### config.mk
export PLATFORM = sky130hd
export DESIGN_NAME = umem_route
export DESIGN_NICKNAME = d
export VERILOG_FILES = /design/src/rtl/umem_route.sv
export SDC_FILE = /design/constraint.sdc
export NUM_CORES = 1
export LEC_CHECK = 0
export CORE_ASPECT_RATIO = 1.75
export CORE_MARGIN = 2
export CORE_UTILIZATION = 41
export DETAILED_ROUTE_END_ITERATION = 12
export HOLD_SLACK_MARGIN = 0.15
export PLACE_DENSITY_LB_ADDON = 0.08
export SETUP_SLACK_MARGIN = 0.2
export SLEW_MARGIN = 20
export SYNTH_ARGS = -nofsm -noshare
export SYNTH_HDL_FRONTEND = slang
export SYNTH_SLANG_ARGS = --single-unit
### constraint.sdc
create_clock -name clk -period 2.72 [get_ports clk]
set_clock_uncertainty 0.1 [all_clocks]
set_input_delay 0.68 -clock clk [delete_from_list [all_inputs] [get_ports clk]]
set_output_delay 0.68 -clock clk [all_outputs]
set_load 0.005 [all_outputs]
### src/rtl/umem_route.sv
module umem_route #(
  parameter logic [19:0] RELOC_HI_BASE = 20'h68000,
  parameter logic [19:0] RELOC_LO_BASE = 20'h38000
) (
  input  logic        clk,
  input  logic        rst_n,
  input  logic [19:0] addr,
  input  logic [1:0]  acc_kind,
  input  logic        in_smm,
  input  logic [7:0]  shadow_lo,
  input  logic [7:0]  shadow_ctl,
  input  logic [7:0]  smm_ctl,
  input  logic [7:0]  smi_stat,
  output logic        to_dram,
  output logic        is_smram,
  output logic [19:0] dram_addr,
  output logic        cfg_changed
);
  localparam logic [1:0] KIND_WR = 2'b01;
  localparam logic [1:0] KIND_IF = 2'b10;
  localparam int CFG_W = 20;

  wire [1:0] layout = smm_ctl[5:4];
  wire in_ab = addr[19:17] == 3'b101;
  wire in_cd = addr[19:17] == 3'b110;
  wire in_ef = addr[19:17] == 3'b111;
  wire upper = in_ab | in_cd | in_ef;

  wire seg_on = (in_cd & shadow_lo[addr[16:14]]) | (in_ef & shadow_ctl[addr[16:15]]);
  wire seg_dram = seg_on & ((acc_kind == KIND_WR) ? shadow_ctl[5] : shadow_ctl[4]);

  wire win_a = (layout == 2'b01) & in_ab;
  wire win_e = (layout == 2'b10) & (addr[19:16] == 4'hE) & (shadow_ctl[1:0] == 2'b00);
  wire win_r = (layout == 2'b11) & (addr[19:15] == 5'b10101);
  wire in_win = win_a | win_e | win_r;
  wire win_open = in_smm | smm_ctl[3] | (win_a & smm_ctl[0] & (acc_kind == KIND_IF));

  wire [19:0] reloc_base = (smi_stat[7:6] == 2'b10) ? RELOC_HI_BASE : RELOC_LO_BASE;

  logic        route_d;
  logic [19:0] addr_d;
  always_comb begin
    if (!upper)       route_d = 1'b1;
    else if (in_win)  route_d = win_open;
    else if (in_ab)   route_d = 1'b0;
    else              route_d = seg_dram;
    addr_d = win_r ? {reloc_base[19:15], addr[14:0]} : addr;
  end

  wire [CFG_W-1:0] cfg_now = {shadow_lo, shadow_ctl[5:0], smm_ctl[5:3], smm_ctl[0], smi_stat[7:6]};
  logic [CFG_W-1:0] cfg_prev;

  always_ff @(posedge clk) begin
    if (!rst_n) begin
      to_dram     <= 1'b0;
      is_smram    <= 1'b0;
      dram_addr   <= '0;
      cfg_changed <= 1'b0;
      cfg_prev    <= cfg_now;
    end else begin
      to_dram     <= route_d;
      is_smram    <= in_win & upper;
      dram_addr   <= addr_d;
      cfg_changed <= cfg_now != cfg_prev;
      cfg_prev    <= cfg_now;
    end
  end
endmodule

==> summary.md, run 1 <==
| Metric | Value |
|---|---|
| Status | `finished, final reports clean` |
| Post-Syn Instances | `123` |
| Flop and latch count out of synthesis | `43` |
| Synth top area cells | `dfxtp_1, and2_1, xor2_1, xnor2_1, mux4_2` |
| Hold path depth | `3` |
| Largest net degree at the start of global routing | `20` |
| Clock slew at reported path FFs | `0.08 ns` |
| Total wire length | `3270 um` |
| Area after DPL | `2220 sq um` |
| Area share of the largest cell type after synthesis | `58.7%` |
| Initial Utilization | `43.2%` |
| Wirelength per Cell | `13.3 um` |
| Worst EP arrival | `2.35 ns` |
| Via density | `4.83` |
| Postcts setup bufs | `0` |
| Critical path's top delay family | `multiplexers` |
| Avg Cell Area, Syn | `11.9 sq um` |
| Via count | `1184` |
| CTS H-tree depth | `2` |
| Hold buffers post-CTS | `0` |
| Core Box Area | `3400 sq um` |
| Routability Congestion | `0.759` |
| Slew at the pin with the worst max-slew slack | `0.285 ns` |
| Post-DP HPWL | `~2600 um` |
| WP data required | `2.81 ns` |
| Crit path buf inv count | `1` |
| CP max FO | `3` |
| Area occupied by multi-input gates | `594 sq um` |
| ANT nets after route | `0` |
| EDFF count, synth | `0` |
| Max-slew headroom | `80.8%` |
| Initial DRT Pass Iterations | `4` |
| Yosys cell types | `30` |
| RSZ-0062 raised after global routing | `false` |
| Die height | `83.1 um` |
| Critical-path cell list | `clkdlybuf4s50_1 -> mux4_2 -> mux2i_1 -> o31ai_1 -> a32o_1` |
| Initial DRC count | `22` |
| Layout cell share with drive strength beyond 1 | `under 10%` |
| Total CTS buffers | `5` |
| CTS tree | `built` |
| Worst hold path type | `flop to flop` |
| Most common cell after layout, fill and taps aside | `clkdlybuf4s50_1` |
| Port Buffers | `67` |
| WP depth | `5` |
| Remaining DRCs | `0` |
| Peak supply drop | `0.523 mV` |
| Final critical-path required period | `2.27 ns` |
| Die width | `49.2 um` |
| Primary FF master, synth | `dfxtp_1` |
| Gates resized, CTS repair | `0` |
| Die area | `around 4000 sq um` |
| Kind of critical path | `primary input to flop` |
| Worst r2r path cells | `4` |
| Peak per-stage delay on the critical path | `0.57 ns` |
| Static Leak | `0.917 nW` |
| # rows | `28` |
| Syn_nets | `180` |
| Mapped Area | `1470 sq um` |
| Clk root buf | `clkbuf_8` |
| Initial antenna violation count | `0` |
| Critical Path Sink Type | `flop` |
| Final Hold Vio Count | `0` |
| GR Overflow Total | `0` |
| # fillers | `277` |
| Area growth syn-to-layout | `59.1%` |
| Final Slew Violations | `0` |
| First-pass GRT wire length | `5390 um` |
| Ant diodes | `0` |
| Core Util, Final | `68.7%` |
| Fmax | `441 MHz` |
| Register area | `around 860 sq um` |
| Yosys Warn Count | `0` |
| Seq/Total Area, Yosys | `58.7%` |
| CTS max path bufs | `2` |
| Ports | `80` |
| Tot GR Track Use | `17.6%` |
| Max Cap Violations | `0` |
| Clock sink total | `43` |
| Fin nets | `256` |
| Most frequent cells in the layout | `clkdlybuf4s50_1, dfxtp_1, and2_1` |
| Asr flop ratio synth | `0%` |
| Critical-path top delay cell | `clkdlybuf4s50_1` |
| Startpoint types | `primary input` |
| Final instance area | `about 2300 sq um` |
| Synth area leader | `dfxtp_1` |
| Final Cycle Share | `83.4%` |
| # setup viols final | `0` |
| Vias in the first global route | `1195` |
| Clk_lat worst skew | `roughly 0.3 ns` |
| PD cells | `around 600 nW/um^2` |
| Final TNS setup | `0 ns` |
[kinds of logic after synthesis]
family	synth area share, %
flops	58.7
mux	5.97
buf+inv	0.768
compound gates	4.61
xor+xnor	11.9
simple gates	18.0
[Yosys cell counts, types with 2 or more instances]
cell	instances
nor2_1	3
and2_1	17
mux2i_1	2
nand4_1	4
mux4_2	3
xor2_1	12
xnor2_1	8
nor4_1	3
o21bai_1	2
nor2b_1	3
dfxtp_1	43
clkbuf_1	2
nand2_1	4
[stage by stage]
step	power, mW	std cells	hold slack (ns)	worst slack, ns
6_report	1.36	245	0.509	0.452
5_1_grt	1.42	245	0.563	0.382
4_1_cts	1.37	245	0.521	0.482
3_5_place_dp	0.878	237	0.499	0.172
3_3_place_gp	0.873	237	0.488	0.216
2_1_floorplan	0.748	123	0.450	0.819
[sequential cells by signal (all words and copies together) (netlist names)]
register     flops
is_smram         1
cfg_prev        20
cfg_changed      1
to_dram          1
dram_addr       20
[report_power, final]
part           internal [mW]  switching [mW]  total, mW
clock network          0.297           0.203      0.499
logic                  0.127          0.0612      0.188
registers              0.663          0.0115      0.675
total                   1.09           0.275       1.36
[path summary, 6_finish.rpt]
path                start     endpoint  slack, ns
max              addr[14]      to_dram       0.45
min           cfg_prev[6]  cfg_changed       0.51
max reg2reg  cfg_prev[10]  cfg_changed       1.25
min reg2reg   cfg_prev[6]  cfg_changed       0.51
[per-layer routing]
layer,global-route usage (%),share of wire (%),wire length (um)
met2,31.3,56,1820
met5,0,0,0
met3,5.40,6.9,225
met1,16.6,33,1070
met4,11.7,4.7,155
[cell type report]
class,instances,share of cell area (%)
multi-input cells,77,25.5
flip-flops and latches,43,36.9
clock inverters,2,1.50
inverters,1,0.161
clock buffers,6,3.54
well taps,45,2.41
repair buffers,71,30.0
[tightest hold or removal path, stage by stage, from the launching register on]
cell and delay [ns]:
dfxtp_1 0.33, xnor2_1 0.07, nand4_1 0.08, o31a_1 0.11
Power figures use the tool's default switching activity.
==> inputs of run 2 (changes only) <==
--- a/config.mk
+++ b/config.mk
@@ -7,7 +7,7 @@
 export LEC_CHECK = 0
 export CORE_ASPECT_RATIO = 1.75
 export CORE_MARGIN = 2
-export CORE_UTILIZATION = 41
+export CORE_UTILIZATION = 34
 export DETAILED_ROUTE_END_ITERATION = 12
 export HOLD_SLACK_MARGIN = 0.15
 export PLACE_DENSITY_LB_ADDON = 0.08
==> constraint.sdc (replaced) <==
create_clock -name clk -period 2 [get_ports clk]
set_clock_uncertainty 0.1 [all_clocks]
set_input_delay 0.5 -clock clk [delete_from_list [all_inputs] [get_ports clk]]
set_output_delay 0.5 -clock clk [all_outputs]
set_load 0.005 [all_outputs]
==> summary.md, run 2 (synthesis gave the netlist of run 1 again) <==
| Metric | Value |
|---|---|
| CTS max path bufs | `2 (unchanged)` |
| Critical path's top delay family | `multiplexers (unchanged)` |
| Total CTS buffers | `5 (unchanged)` |
| Worst r2r path cells | `4 (unchanged)` |
| Clk_lat worst skew | `0.29 ns (was 0.30 ns)` |
| Ports | `80 (unchanged)` |
| Clock slew at reported path FFs | `0.08 ns (about the same)` |
| GR Overflow Total | `0 (unchanged)` |
| Max Cap Violations | `0 (unchanged)` |
| Hold path startpoint | `smm_ctl[3] (was cfg_prev[6])` |
| Ant diodes | `0 (unchanged)` |
| Wirelength per Cell | `13.1 um (was 13.3 um)` |
| Fin nets | `271 (was 256)` |
| Initial DRC count | `9 (was 22)` |
| Worst EP arrival | `1.86 ns (was 2.35 ns)` |
| Status | `finished, final reports clean (unchanged)` |
| Layout cell share with drive strength beyond 1 | `18.6% (was 9.00%)` |
| Vias in the first global route | `1296 (was 1195)` |
| Clock sink total | `43 (unchanged)` |
| Postcts setup bufs | `0 (unchanged)` |
| Clk root buf | `clkbuf_8 (unchanged)` |
| Worst hold path type | `primary input to flop (was flop to flop)` |
| Initial antenna violation count | `0 (unchanged)` |
| Startpoint types | `primary input (unchanged)` |
| RSZ-0062 raised after global routing | `false (unchanged)` |
| ANT nets after route | `0 (unchanged)` |
| # rows | `31 (was 28)` |
| # setup viols final | `0 (unchanged)` |
| Hold path depth | `1 (was 3)` |
| Area after DPL | `2330 sq um (was 2220 sq um)` |
| Final Cycle Share | `88.5%` |
| Most frequent cells in the layout | `clkdlybuf4s50_1, dfxtp_1, buf_4 (was clkdlybuf4s50_1, dfxtp_1, and2_1)` |
| Post-DP HPWL | `2820 um (was 2610 um)` |
| Hold buffers post-CTS | `0 (unchanged)` |
| Final Slew Violations | `0 (unchanged)` |
| Area growth syn-to-layout | `69.5% (was 59.1%)` |
| Critical Path Sink Type | `flop (unchanged)` |
| Hold Path End | `cfg_prev[3] (was cfg_changed)` |
| Peak per-stage delay on the critical path | `0.49 ns (was 0.57 ns)` |
| Remaining DRCs | `0 (unchanged)` |
| Biggest regs | `cfg_prev (20), dram_addr (20) (unchanged)` |
| Worst hold margin | `0.282 ns (was 0.509 ns)` |
| Routability Congestion | `0.764 (was 0.759)` |
| Fmax | `565 MHz` |
| Port Buffers | `67 (unchanged)` |
| R2r endpoint | `cfg_changed (unchanged)` |
| Most common cell after layout, fill and taps aside | `clkdlybuf4s50_1 (unchanged)` |
| Initial DRT Pass Iterations | `3 (was 4)` |
| CP max FO | `3 (unchanged)` |
| Critical-path cell list | `clkdlybuf4s50_1 -> mux4_2 -> nand4_1 -> o31ai_1 -> a32o_1 (was clkdlybuf4s50_1 -> mux4_2 -> mux2i_1 -> o31ai_1 -> a32o_1)` |
| Largest net degree at the start of global routing | `20 (unchanged)` |
| Tot GR Track Use | `15.4% (was 17.6%)` |
| # fillers | `360 (was 277)` |
| Total wire length | `3450 um (was 3270 um)` |
| WP data required | `2.09 ns (was 2.81 ns)` |
| Via count | `1209 (was 1184)` |
| First-pass GRT wire length | `5490 um (was 5390 um)` |
| Peak supply drop | `0.596 mV (was 0.523 mV)` |
| Die height | `90.9 um (was 83.1 um)` |
| Critical-path top delay cell | `mux4_2 (was clkdlybuf4s50_1)` |
| Die width | `53.6 um (was 49.2 um)` |
| PD cells | `755 nW/um^2 (was 584 nW/um^2)` |
| Worst r2r src | `cfg_prev[16] (was cfg_prev[10])` |
| CTS H-tree depth | `2 (unchanged)` |
| CTS tree | `built (unchanged)` |
| Final Hold Vio Count | `0 (unchanged)` |
| Slew at the pin with the worst max-slew slack | `0.286 ns (was 0.285 ns)` |
| Initial Utilization | `35.3% (was 43.2%)` |
| Flop-to-flop setup slack | `0.61 ns (was 1.25 ns)` |
| Max-slew headroom | `80.9% (was 80.8%)` |
| Final critical-path required period | `roughly 1.8 ns` |
| Static Leak | `1.05 nW (was 0.917 nW)` |
| Crit path buf inv count | `1 (unchanged)` |
| Kind of critical path | `primary input to flop (unchanged)` |
| Die area | `4870 sq um (was 4090 sq um)` |
| Via density | `4.58 (was 4.83)` |
| Core Box Area | `4150 sq um (was 3400 sq um)` |
| Final instance area | `2490 sq um (was 2330 sq um)` |
[run 2: changes by cell type in the layout (fill, tap and decap cells not counted), sizes merged]
cell / previous run / this run
dlymetal6s2s: 0 / 3
clkdlybuf4s50: 67 / 47
buf: 4 / 19
dlygate4sd2: 0 / 17
[run 2: final cells by class]
type / count / area (sq um) / share of cell area [%]
clock buffer: 6 / 82.6 / 3.32
clock inverter: 2 / 35.0 / 1.41
inverter: 1 / 3.75 / 0.151
multi-input combinational: 77 / 643 / 25.9
sequential: 43 / 861 / 34.6
tap: 49 / 61.3 / 2.47
timing repair buffer: 86 / 800 / 32.2
[run 2: power by group]
group / switching (mW) / leakage (nW) / total [mW] / internal [mW]
combinational: 0.0935 / 0.629 / 0.274 / 0.180
sequential: 0.0153 / 0.360 / 0.917 / 0.902
clock: 0.284 / 0.0612 / 0.688 / 0.404
total: 0.393 / 1.05 / 1.88 / 1.49
[run 2: worst max path at each step]
| stage | slack [ns] | endpoint | cells after the start | startpoint |
|---|---|---|---|---|
| finish | 0.23 | to_dram | 5 | shadow_ctl[3] |
| global route | 0.20 | to_dram | 5 | addr[14] |
| CTS | 0.18 | to_dram | 5 | smm_ctl[3] |
| detailed placement | -0.35 | to_dram | 5 | addr[14] |
| global placement | -0.33 | to_dram | 5 | addr[14] |
| floorplan | 0.28 | to_dram | 5 | addr[19] |
[run 2: through the flow]
| step | TNS, ns | util (%) | cells | setup WS (ns) | total power, mW |
|---|---|---|---|---|---|
| 2_1_floorplan | 0 | - | 123 | 0.279 | 1.02 |
| 3_3_place_gp | -0.761 | 56.2 | 256 | -0.329 | 1.21 |
| 3_5_place_dp | -0.839 | 56.2 | 256 | -0.345 | 1.22 |
| 4_1_cts | 0 | 59.1 | 264 | 0.184 | 1.89 |
| 5_1_grt | 0 | 59.9 | 264 | 0.201 | 1.96 |
| 6_report | 0 | 59.9 | 264 | 0.229 | 1.88 |
[run 2: routing by layer]
metal  vias to the layer above  track usage (%)  part of all wire [%]
met5                         -                0                     0
met4                         0             7.05                   2.4
met3                         8             4.47                   6.8
met2                        49             27.7                    55
met1                       551             15.0                    36
li1                        601                -                     -
[run 2: timing repair]
action                     CTS  global route
pin swaps                    8             2
resized for setup           21             7
setup endpoints to repair    3             3
==> inputs of run 3 (changes only) <==
--- a/config.mk
+++ b/config.mk
@@ -7,7 +7,8 @@
 export LEC_CHECK = 0
 export CORE_ASPECT_RATIO = 1.75
 export CORE_MARGIN = 2
-export CORE_UTILIZATION = 34
+export CORE_UTILIZATION = 36
+export CTS_BUF_LIST = sky130_fd_sc_hd__clkbuf_4
 export DETAILED_ROUTE_END_ITERATION = 12
 export HOLD_SLACK_MARGIN = 0.15
 export PLACE_DENSITY_LB_ADDON = 0.08
==> summary.md, run 3 (synthesis gave the netlist of run 1 again) <==
| Metric | Value |
|---|---|
| Status | `finished, final reports clean (unchanged)` |
| RSZ-0062 raised after global routing | `true (was false)` |
| Total wire length | `3370 um (was 3450 um)` |
| Startpoint types | `flop (was primary input)` |
| Die width | `52.2 um (was 53.6 um)` |
| # rows | `30 (was 31)` |
| Most common cell after layout, fill and taps aside | `dfxtp_1 (was clkdlybuf4s50_1)` |
| Remaining DRCs | `0 (unchanged)` |
| Biggest regs | `cfg_prev (20), dram_addr (20) (unchanged)` |
| CTS max path bufs | `2 (unchanged)` |
| Max-slew headroom | `80.0% (was 80.9%)` |
| Area growth syn-to-layout | `69.6% (was 69.5%)` |
| # setup viols final | `0 (unchanged)` |
| Fin cells | `265 (was 264)` |
| Port Buffers | `67 (unchanged)` |
| Critical-path top delay cell | `clkdlybuf4s50_1 (was mux4_2)` |
| Post-DP HPWL | `2690 um (was 2820 um)` |
| CTS H-tree depth | `2 (unchanged)` |
| GR Overflow Total | `0 (unchanged)` |
| WP depth | `1 (was 5)` |
| Final Worst Setup Slack | `0.235 ns (was 0.229 ns)` |
| Via density | `4.64 (was 4.58)` |
| Via count | `1230 (was 1209)` |
| Tot GR Track Use | `16.0% (was 15.4%)` |
| Dpl cells | `257 (was 256)` |
| Initial DRT Pass Iterations | `4 (was 3)` |
| Kind of critical path | `flop to primary output (was primary input to flop)` |
| CP max FO | `1 (was 3)` |
| Initial DRC count | `6 (was 9)` |
| Peak supply drop | `0.660 mV (was 0.596 mV)` |
| Initial Utilization | `37.6% (was 35.3%)` |
| # fillers | `328 (was 360)` |
| Initial antenna violation count | `0 (unchanged)` |
| Worst EP arrival | `1.17 ns (was 1.86 ns)` |
| Ant diodes | `0 (unchanged)` |
| Peak per-stage delay on the critical path | `0.49 ns (about the same)` |
| Final Hold Vio Count | `0 (unchanged)` |
| Ports | `80 (unchanged)` |
| Core Box Area | `3900 sq um (was 4150 sq um)` |
| WP data required | `1.40 ns (was 2.09 ns)` |
| Clk_lat worst skew | `0.35 ns (was 0.29 ns)` |
| Clock slew at reported path FFs | `0.11 ns (was 0.08 ns)` |
| Die height | `88.4 um (was 90.9 um)` |
| Clk root buf | `clkbuf_4 (was clkbuf_8)` |
| ANT nets after route | `0 (unchanged)` |
| Max Cap Violations | `0 (unchanged)` |
| First-pass GRT wire length | `5350 um (was 5490 um)` |
| Worst hold path type | `primary input to flop (unchanged)` |
| Slew at the pin with the worst max-slew slack | `0.300 ns (was 0.286 ns)` |
| Largest net degree at the start of global routing | `14 (was 20)` |
| Worst hold margin | `0.230 ns (was 0.282 ns)` |
| Total CTS buffers | `5 (unchanged)` |
| Layout cell share with drive strength beyond 1 | `20.3% (was 18.6%)` |
| Most frequent cells in the layout | `dfxtp_1, clkdlybuf4s50_1, dlymetal6s2s_1 (was clkdlybuf4s50_1, dfxtp_1, buf_4)` |
| Static Leak | `1.30 nW (was 1.05 nW)` |
| PD cells | `646 nW/um^2 (was 755 nW/um^2)` |
| Fmax | `567 MHz (was 565 MHz)` |
| Die area | `4620 sq um (was 4870 sq um)` |
| CTS tree | `built (unchanged)` |
| Hold buffers post-CTS | `0 (unchanged)` |
| Final Slew Violations | `0 (unchanged)` |
| Worst slack, placed | `-0.285 ns (was -0.345 ns)` |
| Crit path buf inv count | `1 (unchanged)` |
| Final Cycle Share | `88.3% (was 88.5%)` |
| Total Power | `1.61 mW (was 1.88 mW)` |
| Hold path depth | `1 (unchanged)` |
| Critical path's top delay family | `buffers and inverters (was multiplexers)` |
| Clock sink total | `43 (unchanged)` |
| Critical Path Sink Type | `primary output (was flop)` |
| Final TNS setup | `0 ns (unchanged)` |
| Flop-to-flop setup slack | `0.59 ns (was 0.61 ns)` |
| Final critical-path required period | `1.77 ns (about the same)` |
| Wirelength per Cell | `12.7 um (was 13.1 um)` |
| Fin nets | `273 (was 271)` |
| Vias in the first global route | `1268 (was 1296)` |
| Critical-path cell list | `clkdlybuf4s50_1 (was clkdlybuf4s50_1 -> mux4_2 -> nand4_1 -> o31ai_1 -> a32o_1)` |
| Routability Congestion | `0.826 (was 0.764)` |
| Worst r2r path cells | `4 (unchanged)` |
run 3: final cells by class:
cell class	count	area, sq um	share of cell area (%)
Inverter	1	3.75	0.151
Sequential cell	43	867	34.9
Clock inverter	2	12.5	0.503
Timing Repair Buffer	88	873	35.1
Tap cell	48	60.1	2.41
Clock buffer	6	45.0	1.81
Multi-Input combinational cell	77	626	25.2
run 3: final timing paths:
| check | from | end |
|---|---|---|
| min | shadow_lo[4] | cfg_prev[16] |
| min reg2reg | cfg_prev[18] | cfg_changed |
| max | cfg_changed | cfg_changed |
| max reg2reg | cfg_prev[16] | cfg_changed |
run 3: what timing repair did:
action,in CTS,in global routing
pin swaps,1,1
setup endpoints to repair,5,22
resized for setup,13,30
buffers inserted,0,0
run 3: power breakdown:
part	switching [mW]	internal, mW
combinational	0.0921	0.181
sequential	0.0136	0.903
clock	0.269	0.149
run 3: per-layer routing:
| layer | GRT usage, % | vias up | wire length, um |
|---|---|---|---|
| li1 | - | 609 | - |
| met1 | 15.8 | 563 | 1240 |
| met2 | 29.7 | 50 | 1780 |
| met3 | 3.89 | 8 | 240 |
| met4 | 8.39 | 0 | 116 |
| met5 | 0 | - | 0 |
run 3: stage by stage:
step / util (%) / area (sq um)
3_3_place_gp: 60.1 / 2350
5_1_grt: 63.7 / 2490
3_5_place_dp: 60.1 / 2350
2_1_floorplan: - / 1470
4_1_cts: 61.6 / 2400
6_report: 63.7 / 2490
